[src/rtl/rxf_pkg.sv]
package rxf_pkg;

    localparam int OCTET_W = 8;

    typedef enum logic [1:0] {
        RX_STOPPED  = 2'b00,
        RX_RUNNING  = 2'b01,
        RX_DRAINING = 2'b10
    } rx_state_e;

    typedef enum logic [1:0] {
        OPM_NORMAL   = 2'b00,
        OPM_LOOPBACK = 2'b01,
        OPM_RSVD_A   = 2'b10,
        OPM_RSVD_B   = 2'b11
    } opmode_e;

    typedef struct packed {
        logic promisc;
        logic mcast_all;
        logic pass_bad;
        logic pass_ucast;
    } filt_mode_t;

    typedef struct packed {
        logic is_station;
        logic is_bcast;
        logic is_mcast;
    } addr_class_t;

    function automatic logic opmode_legal(input logic [1:0] code);
        return code[1] == 1'b0;
    endfunction

    function automatic logic addr_pass(input filt_mode_t m, input addr_class_t c);
        return m.promisc | c.is_station | c.is_bcast
             | (m.mcast_all & c.is_mcast)
             | (m.pass_ucast & ~c.is_mcast);
    endfunction

endpackage

[src/rtl/rxf_mode_regs.sv]
module rxf_mode_regs
    import rxf_pkg::*;
(
    input  logic       clk,
    input  logic       rst,
    input  logic       wr_en,
    input  filt_mode_t wr_mode,
    input  logic [1:0] wr_opmode,
    input  rx_state_e  state,
    output filt_mode_t mode_q,
    output opmode_e    opmode_q
);

    logic wr_ok;
    assign wr_ok = wr_en && (state == RX_STOPPED);

    always_ff @(posedge clk) begin
        if (rst) begin
            mode_q   <= '0;
            opmode_q <= OPM_NORMAL;
        end else if (wr_ok) begin
            mode_q <= wr_mode;
            if (opmode_legal(wr_opmode))
                opmode_q <= opmode_e'(wr_opmode);
        end
    end

    AST_CFG_LOCKED: assert property (@(posedge clk) disable iff (rst)
        (state != RX_STOPPED) |=> $stable(mode_q) && $stable(opmode_q));

    AST_RSVD_OPMODE_IGNORED: assert property (@(posedge clk) disable iff (rst)
        (wr_en && wr_opmode[1]) |=> $stable(opmode_q));

endmodule

[src/rtl/rxf_addr_class.sv]
module rxf_addr_class
    import rxf_pkg::*;
#(
    parameter int ADDR_W = 48
) (
    input  logic [ADDR_W-1:0] dest,
    input  logic [ADDR_W-1:0] station,
    output addr_class_t       cls
);

    localparam int NOCT   = ADDR_W / OCTET_W;
    localparam int MC_BIT = ADDR_W - OCTET_W;

    logic [NOCT-1:0] oct_eq;
    logic [NOCT-1:0] oct_ones;

    for (genvar i = 0; i < NOCT; i++) begin : g_oct
        assign oct_eq[i]   = dest[i*OCTET_W +: OCTET_W] == station[i*OCTET_W +: OCTET_W];
        assign oct_ones[i] = &dest[i*OCTET_W +: OCTET_W];
    end

    assign cls.is_station = &oct_eq;
    assign cls.is_bcast   = &oct_ones;
    assign cls.is_mcast   = dest[MC_BIT];

    always_comb begin
        AST_BCAST_IS_MCAST: assert (!cls.is_bcast || cls.is_mcast);
    end

endmodule

[src/rtl/rxf_run_ctrl.sv]
module rxf_run_ctrl
    import rxf_pkg::*;
(
    input  logic      clk,
    input  logic      rst,
    input  logic      run_req,
    input  logic      frame_open,
    input  logic      eof,
    output rx_state_e state
);

    rx_state_e nxt;

    always_comb begin
        nxt = state;
        unique case (state)
            RX_STOPPED:  if (run_req) nxt = RX_RUNNING;
            RX_RUNNING:  if (!run_req) nxt = frame_open ? RX_DRAINING : RX_STOPPED;
            RX_DRAINING: begin
                if (run_req)  nxt = RX_RUNNING;
                else if (eof) nxt = RX_STOPPED;
            end
            default:     nxt = RX_STOPPED;
        endcase
    end

    always_ff @(posedge clk) begin
        if (rst) state <= RX_STOPPED;
        else     state <= nxt;
    end

    AST_START_RUN: assert property (@(posedge clk) disable iff (rst)
        (state == RX_STOPPED && run_req) |=> (state == RX_RUNNING));

    AST_STOP_IDLE: assert property (@(posedge clk) disable iff (rst)
        (state == RX_RUNNING && !run_req && !frame_open) |=> (state == RX_STOPPED));

    AST_STOP_WAITS: assert property (@(posedge clk) disable iff (rst)
        (state == RX_RUNNING && !run_req && frame_open) |=> (state == RX_DRAINING));

    AST_DRAIN_EXIT: assert property (@(posedge clk) disable iff (rst)
        (state == RX_DRAINING && eof && !run_req) |=> (state == RX_STOPPED));

endmodule

[src/rtl/rxf_accept_filter.sv]
module rxf_accept_filter
    import rxf_pkg::*;
#(
    parameter int ADDR_W = 48
) (
    input  logic              clk,
    input  logic              rst,
    input  logic              rx_run,
    input  logic              cfg_wr,
    input  logic              cfg_promisc,
    input  logic              cfg_mcast_all,
    input  logic              cfg_pass_bad,
    input  logic              cfg_pass_ucast,
    input  logic [1:0]        cfg_opmode,
    input  logic [ADDR_W-1:0] station_addr,
    input  logic              sof,
    input  logic [ADDR_W-1:0] dest_addr,
    input  logic              eof,
    input  logic              err_runt,
    input  logic              err_crc,
    input  logic              err_trunc,
    output logic              verdict_valid,
    output logic              verdict_accept,
    output logic [1:0]        rx_state,
    output logic              loopback
);

    filt_mode_t  mode_q;
    filt_mode_t  wr_mode;
    opmode_e     opmode_q;
    rx_state_e   state;
    addr_class_t cls;

    logic frame_open;
    logic admitted_q;
    logic snap_addr_ok;
    logic snap_pass_bad;
    logic frame_err;

    assign wr_mode = '{promisc:    cfg_promisc,
                       mcast_all:  cfg_mcast_all,
                       pass_bad:   cfg_pass_bad,
                       pass_ucast: cfg_pass_ucast};

    rxf_mode_regs u_mode (
        .clk       (clk),
        .rst       (rst),
        .wr_en     (cfg_wr),
        .wr_mode   (wr_mode),
        .wr_opmode (cfg_opmode),
        .state     (state),
        .mode_q    (mode_q),
        .opmode_q  (opmode_q)
    );

    rxf_addr_class #(.ADDR_W(ADDR_W)) u_cls (
        .dest    (dest_addr),
        .station (station_addr),
        .cls     (cls)
    );

    rxf_run_ctrl u_run (
        .clk        (clk),
        .rst        (rst),
        .run_req    (rx_run),
        .frame_open (frame_open),
        .eof        (eof),
        .state      (state)
    );

    assign frame_err = err_runt | err_crc | err_trunc;

    // Frame context: opened at sof (which wins over a same-cycle eof closing the prior frame)
    always_ff @(posedge clk) begin
        if (rst) begin
            frame_open    <= 1'b0;
            admitted_q    <= 1'b0;
            snap_addr_ok  <= 1'b0;
            snap_pass_bad <= 1'b0;
        end else if (sof) begin
            frame_open    <= 1'b1;
            admitted_q    <= (state == RX_RUNNING);
            snap_addr_ok  <= addr_pass(mode_q, cls);
            snap_pass_bad <= mode_q.pass_bad;
        end else if (eof) begin
            frame_open    <= 1'b0;
        end
    end

    always_ff @(posedge clk) begin
        if (rst) begin
            verdict_valid  <= 1'b0;
            verdict_accept <= 1'b0;
        end else if (eof && frame_open) begin
            verdict_valid  <= 1'b1;
            verdict_accept <= admitted_q & snap_addr_ok & (~frame_err | snap_pass_bad);
        end else begin
            verdict_valid  <= 1'b0;
            verdict_accept <= 1'b0;
        end
    end

    assign rx_state = state;
    assign loopback = (opmode_q == OPM_LOOPBACK);

    AST_VERDICT_AFTER_EOF: assert property (@(posedge clk) disable iff (rst)
        verdict_valid |-> $past(eof && frame_open));

    AST_ACCEPT_QUALIFIED: assert property (@(posedge clk) disable iff (rst)
        verdict_accept |-> verdict_valid);

    AST_ERR_GATED: assert property (@(posedge clk) disable iff (rst)
        verdict_accept |-> $past(snap_pass_bad || !frame_err));

    AST_UNADMITTED_DROP: assert property (@(posedge clk) disable iff (rst)
        (verdict_valid && !$past(admitted_q)) |-> !verdict_accept);

endmodule

[config.mk]
export PLATFORM = sky130hd
export DESIGN_NAME = rxf_accept_filter
export DESIGN_NICKNAME = d
export VERILOG_FILES = /design/src/rtl/rxf_pkg.sv /design/src/rtl/rxf_mode_regs.sv /design/src/rtl/rxf_addr_class.sv /design/src/rtl/rxf_run_ctrl.sv /design/src/rtl/rxf_accept_filter.sv
export SDC_FILE = /design/constraint.sdc
export NUM_CORES = 1
export LEC_CHECK = 0
export ABC_AREA = 1
export BUFFER_PORTS_ARGS = -buffer_cell sky130_fd_sc_hd__buf_4
export CAP_MARGIN = 20
export CORE_AREA = 2 2 55 69
export DETAILED_ROUTE_END_ITERATION = 12
export DIE_AREA = 0 0 57 71
export PLACE_DENSITY_LB_ADDON = 0.12
export RECOVER_POWER = 25
export SLEW_MARGIN = 5
export SYNTH_ARGS = -nofsm -noshare
export SYNTH_HDL_FRONTEND = slang
export SYNTH_SLANG_ARGS = --single-unit
[constraint.sdc]
create_clock -name clk -period 1.6 [get_ports clk]
set_input_delay 0.16 -clock clk [delete_from_list [all_inputs] [get_ports clk]]
set_output_delay 0.16 -clock clk [all_outputs]
set_load 0.005 [all_outputs]
==> results of run 1 <==
per-stage QoR:
stage / hold slack [ps] / instances / power [W]
2_1_floorplan: 232 / 225 / 0.000552
3_3_place_gp: 358 / 379 / 0.000818
3_5_place_dp: 360 / 379 / 0.000827
4_1_cts: 104 / 383 / 0.00111
5_1_grt: 111 / 383 / 0.00118
6_report: 107 / 383 / 0.00111
sequential cells by signal, indices dropped and copies added, names as in the netlist:
signal and flops:
frame_open 1, admitted_q 1, snap_addr_ok 1, u_mode.mode_q 4
snap_pass_bad 1, verdict_valid 1, u_run.state 2, u_mode.opmode_q 1
verdict_accept 1
layout make-up:
cell class	instances	area, um2	share of cell area [%]
repair buffers	115	863	37.7
well taps	39	48.8	2.13
flip-flops and latches	13	260	11.4
clock buffers	4	45.0	1.97
multi-input cells	184	968	42.3
inverters	28	105	4.59
worst max-delay path, cell delays in order, from the launching register on:
cell and delay [ps]:
dfxtp_1 320, nor2_1 130, nand2_1 140, or2_0 240, o21ai_0 140, a21oi_1 50
logic make-up after synthesis:
| kind of cell | Yosys count |
|---|---|
| buf+inv | 28 |
| compound gates | 17 |
| simple gates | 127 |
| xor+xnor | 40 |
| flops | 13 |
metal layers:
| layer | vias up | track usage (%) | share of wire [%] |
|---|---|---|---|
| met1 | 706 | 18.3 | 35 |
| met4 | 0 | 3.88 | 0.73 |
| li1 | 924 | - | - |
| met2 | 68 | 36.0 | 56 |
| met5 | - | 0 | 0 |
| met3 | 3 | 3.29 | 8.2 |
Yosys cell counts:
cell,instances
a211oi_1,1
a21oi_1,3
a21oi_2,1
dfxtp_1,13
inv_1,28
nand2_1,79
nand3_1,3
nand4_1,4
nor2_1,35
nor3_1,2
nor3_2,1
nor3_4,1
o211a_1,1
o211ai_1,1
o21ai_0,8
o22ai_1,2
or2_0,1
or2_2,1
xnor2_1,40
worst min-delay path by stage:
| stage | from | end | slack (ps) |
|---|---|---|---|
| after floorplan | rst | u_run.state[1] | 230 |
| after global placement | rst | u_run.state[1] | 360 |
| after detailed placement | rst | u_run.state[1] | 360 |
| after CTS | rst | u_run.state[1] | 100 |
| after global routing | rst | u_run.state[1] | 110 |
| final | rst | u_run.state[1] | 110 |
where the power goes:
part	leakage, nW	switching [W]	internal, W
clock	0.0228	0.000114	0.000176
sequential	0.107	0.00000964	0.000344
combinational	1.05	0.000171	0.000291
==> flow_summary.ini, run 1 <==
[yosys]
yosys-top-cells-area = xnor2_1 26%, nand2_1 22%, dfxtp_1 20%
synth.yosys.seq_area_share_pct = 19.5
synth_top_area_share_pct = 26.3
yosysUniqueCellTypes = 19
synth_top_family_by_area = simple AND/OR/NAND/NOR gates
ys_ff_latch = 13
synth_compound_area_share_pct = 7.60
synthAdderAreaFrac_pct = 0
synthesis.nets = 336
synth.area.mux_share_pct = 0
synth-simple-area-share_pct = 38.7
yosysTopAreaCell = xnor2_1
syn_avg_cell_area_um2 = 5.93
synthCells = 225
synth-xor-area-share_pct = 26.3
yosys_warnings = 0
synthesis.area_mm2 = 0.00133

[timing]
period_share_pct = 71.2
rsz0062_at_grt = no
slew_violations = 0
fin_ws_ps = 461
relSlewSlack_pct = 84.3
finalSetupViolCount = 0
worst_pin_slew_ps = 233
setup_tns_ps = 0
hold_viol_final = 0
period_needed_ps = 1140
fmax_mhz = 878
fin_skew_ps = 4.68

[final_layout]
layout-drive-gt1-share_pct = 35.5
nFillCells = 342
layout_common_cells = 115 x buf_4, 79 x nand2_1, 40 x xnor2_1, 35 x nor2_1, 28 x inv_1
num-nets-final = 456
areaGrowthSynthToFinish_pct = 71.8
layout_commonest_cell = buf_4
antenna_cells = 0
final_util_pct = 66.9
fin_area_mm2 = 0.00229

[floorplan]
die_area_mm2 = 0.00405
fp.dieW_um = 57
rows = 24
coreArea_mm2 = 0.00342
ios = 116
fp.dieH_um = 71
start_util_pct = 39.0

[placement]
placed_area_mm2 = 0.00225
port-buffer-count = 115
pre_cts_ws_ps = 457
gp_congestion = 0.801
hpwl_um = 3340

[global_route]
antenna_found_initial = 0
grt_pass1_wl_um = 5950
grt-ovfl-total = 0
grt_max_degree = 11
grtUsageTotal_pct = 17.8
grt_pass1_vias = 1643

[min_path]
whs_path_depth = 2
holdCritPathClass = input port to flip-flop

[clock_network]
cts_tree = yes
holdBufCountCts = 0
cts_resized = 0
post-cts-setup-buffers = 0
clk_pin_slew_ps = 50
clock_latency_ps = 240
cts_buffers = 3
root_buffer = clkbuf_8
clk_path_buf_depth = 2
cts.sinks = 13
h-tree-depth = 1

[setup_path]
cp_data_required_time_ps = 1740
rrSetupSlack_ps = 460
crit_path_start_kind = flip-flop
ff2ff_path_depth = 5
r2r_start = u_run.state[0]
critPathKind = flip-flop to flip-flop
crit_fanout = 7
arrival_ps = 1270
r2r_end = u_mode.opmode_q[0]
crit_start = u_run.state[0]
critPathCaptureType = flip-flop
endpoint = u_mode.opmode_q[0]

[route]
drt-pass1-iter-count = 4
post-route-drc-count = 0
drt_wl_total_um = 3560
ant_nets = 0
vias = 1701
via_per_inst = 4.44
first_iter_violations = 41
routedWlPerCell_um = 9.31

[pwr]
power_density_mw_per_mm2 = 482
p_leak_nw = 1.18
ir_drop_mv = 0.557

[flow_run]
max-cap-violations = 0

[run_status]
status = finished, final reports clean
No activity file was read; power rests on OpenSTA's default activity.
==> run 2: changes to the inputs <==
--- a/config.mk
+++ b/config.mk
@@ -5,12 +5,12 @@
 export SDC_FILE = /design/constraint.sdc
 export NUM_CORES = 1
 export LEC_CHECK = 0
-export ABC_AREA = 1
+export ABC_AREA = 0
 export BUFFER_PORTS_ARGS = -buffer_cell sky130_fd_sc_hd__buf_4
 export CAP_MARGIN = 20
-export CORE_AREA = 2 2 55 69
+export CORE_AREA = 2 2 54 69
 export DETAILED_ROUTE_END_ITERATION = 12
-export DIE_AREA = 0 0 57 71
+export DIE_AREA = 0 0 56 71
 export PLACE_DENSITY_LB_ADDON = 0.12
 export RECOVER_POWER = 25
 export SLEW_MARGIN = 5
==> constraint.sdc (replaced) <==
create_clock -name clk -period 1.1 [get_ports clk]
set_input_delay 0.11 -clock clk [delete_from_list [all_inputs] [get_ports clk]]
set_output_delay 0.11 -clock clk [all_outputs]
set_load 0.005 [all_outputs]
==> run 2 against run 1 <==
The run now ends with negative setup slack left. Setup slack got worse by 520 ps. Worst hold slack lost 70 ps. Non-clock buffer count grew 20. Largest power group unchanged. Clock-buffer cell count is the same. Synthesized area fell by 16%.
==> flow_summary.ini, run 2 <==
[floorplan]
ios = 116
fp.dieH_um = 71
rows = 24
fp.dieW_um = 56
start_util_pct = 33.3
die_area_mm2 = 0.00398
coreArea_mm2 = 0.00336

[pwr]
p_clk_share_pct = 25.4
p_leak_nw = 1.08
ir_drop_mv = 0.807
switching_share_pct = 25.2
p_switching_w = 0.000400
combPwrFrac_pct = 42.4
power_density_mw_per_mm2 = 700
power.total_w = 0.00158
power_frac_seq_pct = 32.2
internal_power_w = 0.00118

[yosys]
ys_ff_latch = 13
synth_most_common_cell = xor2_1
synth_ff_type = dfxtp_1
synth.yosys.seq_area_share_pct = 23.3
yosys_warnings = 0
synthCells = 129
syn_avg_cell_area_um2 = 8.67
synthesis.nets = 240
yosysUniqueCellTypes = 21
async_reset_ff_share_pct = 0
synth_top_area_share_pct = 25.8
synth_common_cells = 33 x xor2_1, 16 x nand4_1, 15 x xnor2_1, 13 x dfxtp_1, 13 x nor4_1
synth_edf_count = 0
yosysTopAreaCell = xor2_1
yosys-top-cells-area = xor2_1 26%, dfxtp_1 23%, xnor2_1 12%
synthesis.area_mm2 = 0.00112

[clock_network]
h-tree-depth = 1
cts_buffers = 3
cts.sinks = 13
clk_path_buf_depth = 2
clk_pin_slew_ps = 50
clock_latency_ps = 230
cts_tree = yes
root_buffer = clkbuf_8
post-cts-setup-buffers = 0

[setup_path]
crit_fanout = 2
path_common_cell = nor4_2
critPathCaptureType = flip-flop
path_cells = buf_6, xor2_1, nor4_2, buf_4, nand4_1, nor4_2, a22o_1
arrival_ps = 1340
cp_data_required_time_ps = 1280
crit_buf_inv = 2
critPathKind = input port to flip-flop
cp_slowest_stage_delay_ps = 290
crit_path_start_kind = input port
critPathSlowestCell = nor4_2
cp_top_family = simple AND/OR/NAND/NOR gates

[timing]
fin_skew_ps = 3.26
fin_ws_ps = -62.2
hold_viol_final = 0
setup_tns_ps = -62.2
relSlewSlack_pct = 78.1
period_needed_ps = 1160
whs_ps = 36.6
fmax_mhz = 860
finalSetupViolCount = 1
rsz0062_at_grt = yes
worst_pin_slew_ps = 326
period_share_pct = 106
slew_violations = 0

[final_layout]
top_register = u_mode.mode_q
layout_commonest_cell = buf_4
areaGrowthSynthToFinish_pct = 102
antenna_cells = 0
num-nets-final = 379
fin_area_mm2 = 0.00226
largest_register_ffs = 4
layout-drive-gt1-share_pct = 54.3
top_regs = u_mode.mode_q: 4 flops, u_run.state: 2 flops
layout_common_cells = 131 x buf_4, 33 x xor2_1, 16 x nand4_1, 15 x xnor2_1

[placement]
placed_area_mm2 = 0.00219
gp_congestion = 0.784
hpwl_um = 3810
pre_cts_ws_ps = -394
port-buffer-count = 115

[global_route]
antenna_found_initial = 0
grt_pass1_vias = 1509
grtUsageTotal_pct = 21.4
grt_max_degree = 13
grt-ovfl-total = 0
grt_pass1_wl_um = 6840

[route]
ant_nets = 0
drt-pass1-iter-count = 4
via_per_inst = 4.79
routedWlPerCell_um = 14.3
drt_wl_total_um = 4370
post-route-drc-count = 0
first_iter_violations = 33
vias = 1467

[min_path]
holdCritPathClass = input port to flip-flop

[run_status]
violations = negative setup slack
status = finished with violations

[flow_run]
max-cap-violations = 0
[run 2: cell types whose count changed after synthesis, moves of 2 or more]
cell / previous run / this run
nand2_1: 79 / 2
xor2_1: 0 / 33
inv_1: 28 / 2
xnor2_1: 40 / 15
nor2_1: 35 / 11
nor4_1: 0 / 13
nand4_1: 4 / 16
mux2i_1: 0 / 8
o21ai_0: 8 / 0
nor2b_1: 0 / 2
o22ai_1: 2 / 0
[run 2: worst reg2reg max path, cell delays in order (launching register included)]
cell and delay, ps:
dfxtp_2 350, nor3b_4 200, nor2b_4 170, mux2i_1 190, nor2_1 50
[run 2: stage by stage]
stage,instances,utilization [%]
2_1_floorplan,129,-
3_3_place_gp,302,65.2
3_5_place_dp,302,65.2
4_1_cts,306,67.0
5_1_grt,306,67.3
6_report,306,67.3
[run 2: power by group through the flow]
stage	clock network [W]	logic, W	registers, W
6_report	0.000403	0.000671	0.000509
2_1_floorplan	0	0.000209	0.000515
5_1_grt	0.000442	0.000724	0.000511
4_1_cts	0.000418	0.000671	0.000509
3_3_place_gp	0	0.000656	0.000518
3_5_place_dp	0	0.000662	0.000519
[run 2: area by class of cell]
type,instances,area (um2)
multi-input cells,113,873
clock buffers,4,45.0
repair buffers,135,1020
flip-flops and latches,13,263
well taps,39,48.8
fillers,293,1100
inverters,2,7.51
[run 2: layer usage]
layer	global-route usage, %	share of wire (%)
met3	3.11	6.7
met4	5.29	0.73
met1	25.0	40
met2	40.4	53
met5	0	0
[run 2: worst paths after layout]
kind / cells after the start / to / startpoint / slack (ps)
worst max register to register: 4 / u_mode.opmode_q[0] / u_run.state[0] / 30
worst min register to register: 1 / verdict_accept / admitted_q / 460
worst max-delay path: 7 / snap_addr_ok / dest_addr[37] / -60
worst min-delay path: 2 / u_run.state[1] / rx_run / 40
[run 2: cell families after synthesis]
family / share of synthesized area, %
flops: 23.3
simple gates: 27.6
buf+inv: 1.01
mux: 7.16
xor+xnor: 37.6
compound gates: 3.36
[run 2: timing repair]
action                                  CTS  global route
gates resized for setup                   3             2
endpoints found under the hold margin     0             0
hold buffers                              0             0
pin swaps                                 4             0
endpoints found under the setup margin    1             3
==> run 3: changes to the inputs <==
--- a/config.mk
+++ b/config.mk
@@ -5,12 +5,13 @@
 export SDC_FILE = /design/constraint.sdc
 export NUM_CORES = 1
 export LEC_CHECK = 0
-export ABC_AREA = 0
+export ABC_AREA = 1
 export BUFFER_PORTS_ARGS = -buffer_cell sky130_fd_sc_hd__buf_4
 export CAP_MARGIN = 20
-export CORE_AREA = 2 2 54 69
+export CORE_AREA = 2 2 56 72
 export DETAILED_ROUTE_END_ITERATION = 12
-export DIE_AREA = 0 0 56 71
+export DIE_AREA = 0 0 58 74
+export GPL_TIMING_DRIVEN = 0
 export PLACE_DENSITY_LB_ADDON = 0.12
 export RECOVER_POWER = 25
 export SLEW_MARGIN = 5
==> run 3 against run 2 <==
The flow now finishes without violations. Sequential share of layout area down 0.27 points. Via count increased by 13%. Clock skew increased by 1.3 ps. Clock-buffer cell count is the same. Die area increased by 7.9%. Sequential power grew 2%. Utilization shrank 3.7 points. Non-clock buffer count decreased by 19.
==> flow_summary.ini, run 3 (synthesis results as in run 1) <==
[run_status]
status = finished, final reports clean

[clock_network]
clock_latency_ps = 240
cts_tree = yes
cts_buffers = 3
clk_pin_slew_ps = 50
root_buffer = clkbuf_8
h-tree-depth = 1
cts.sinks = 13
clk_path_buf_depth = 2

[route]
post-route-drc-count = 0
drt-pass1-iter-count = 3
routedWlPerCell_um = 9.36
vias = 1660
first_iter_violations = 16
via_per_inst = 4.31
ant_nets = 0
drt_wl_total_um = 3600

[global_route]
grtUsageTotal_pct = 17.1
antenna_found_initial = 0
grt-ovfl-total = 0
grt_pass1_wl_um = 5850
grt_pass1_vias = 1583
grt_max_degree = 11

[placement]
post-place-cells = 380
gp_congestion = 0.745
port-buffer-count = 115
hpwl_um = 3340
placed_area_mm2 = 0.00225

[setup_path]
rrSetupSlack_ps = 90
crit_fanout = 4
cp_data_required_time_ps = 1280
r2r_start = u_run.state[0]
ff2ff_path_depth = 5
crit_path_start_kind = flip-flop
critPathCaptureType = flip-flop
critPathKind = flip-flop to flip-flop
r2r_end = u_run.state[1]
arrival_ps = 1190

[timing]
period_share_pct = 91.6
rsz0062_at_grt = no
slew_violations = 0
worst_pin_slew_ps = 251
relSlewSlack_pct = 83.2
fmax_mhz = 992
hold_viol_final = 0
whs_ps = 54.4
finalSetupViolCount = 0
fin_skew_ps = 4.53
period_needed_ps = 1010

[pwr]
ir_drop_mv = 0.766
p_leak_nw = 1.19
power_density_mw_per_mm2 = 693
power.total_w = 0.00160

[final_layout]
final_util_pct = 63.6
layout_commonest_cell = buf_4
layout_common_cells = 116 x buf_4, 78 x nand2_1, 40 x xnor2_1, 34 x nor2_1, 28 x inv_1
instances_no_fill = 385
areaGrowthSynthToFinish_pct = 72.9
fin_area_mm2 = 0.00231
top_register = u_mode.mode_q
num-nets-final = 457
layout-drive-gt1-share_pct = 36.5
antenna_cells = 0
top_regs = u_mode.mode_q: 4 flops, u_run.state: 2 flops
largest_register_ffs = 4

[flow_run]
max-cap-violations = 0

[floorplan]
fp.dieW_um = 58
rows = 25
die_area_mm2 = 0.00429
fp.dieH_um = 74
start_util_pct = 36.8
ios = 116
coreArea_mm2 = 0.00363

[min_path]
hold_end = u_run.state[1]
whs_path_depth = 2
holdCritStartpoint = rst
holdCritPathClass = input port to flip-flop
==> run 3: cell types whose count changed in the layout (fill, tap and decap cells not counted), moves of 11 or more <==
cell,delta
buf_4,-15
nor4_1,-11
xor2_1,-33
xnor2_1,+25
nor2_1,+23
nand4_1,-12
inv_1,+26
nand2_1,+76
==> run 3: worst max path at each step <==
stage,start,to,slack [ps],cells past startpoint
2_1_floorplan,u_run.state[0],u_mode.opmode_q[0],60,5
5_1_grt,u_run.state[1],u_mode.opmode_q[0],10,5
4_1_cts,u_run.state[0],u_mode.opmode_q[0],50,5
3_5_place_dp,u_run.state[0],u_mode.opmode_q[0],-30,5
6_report,u_run.state[0],u_run.state[1],90,5
3_3_place_gp,u_run.state[0],u_mode.opmode_q[0],-20,5
==> run 3: repair_timing <==
item,in CTS,in global routing
gates resized for setup,1,3
hold buffers,0,0
pin swaps,1,0
setup buffers,1,0
setup endpoints to repair,1,2
==> run 3: critical path: stages (launching register included) <==
cell	delay, ps
dfxtp_2	350
inv_1	50
or2_2	280
o22ai_1	120
nand2_1	70
nor2_1	80
==> run 3: area by class of cell <==
class	instances	area (um2)
fill	362	1320
multi-input combinational	184	973
timing repair buffer	116	871
sequential	13	262
inverter	28	105
tap	40	50.0
clock buffer	4	45.0
==> run 3: metal layers <==
layer	global-route usage (%)	vias up	routed length, um
li1	-	925	-
met1	16.8	671	1240
met2	35.2	62	2050
met3	3.30	2	294
met4	4.65	0	17
met5	0	-	0
==> run 3: power breakdown <==
group | switching (W) | total [W] | internal [W] | leakage, nW
Combinational | 0.000246 | 0.000673 | 0.000427 | 1.06
Sequential | 0.0000164 | 0.000517 | 0.000501 | 0.108
Clock | 0.000153 | 0.000408 | 0.000255 | 0.0228
Total | 0.000416 | 0.00160 | 0.00118 | 1.19
==> run 3: metrics by stage <==
stage | setup slack [ps] | setup TNS (ps)
6_report | 92.0 | 0
3_3_place_gp | -16.4 | -16.4
4_1_cts | 52.6 | 0
5_1_grt | 14.9 | 0
3_5_place_dp | -27.1 | -27.1
2_1_floorplan | 63.2 | 0
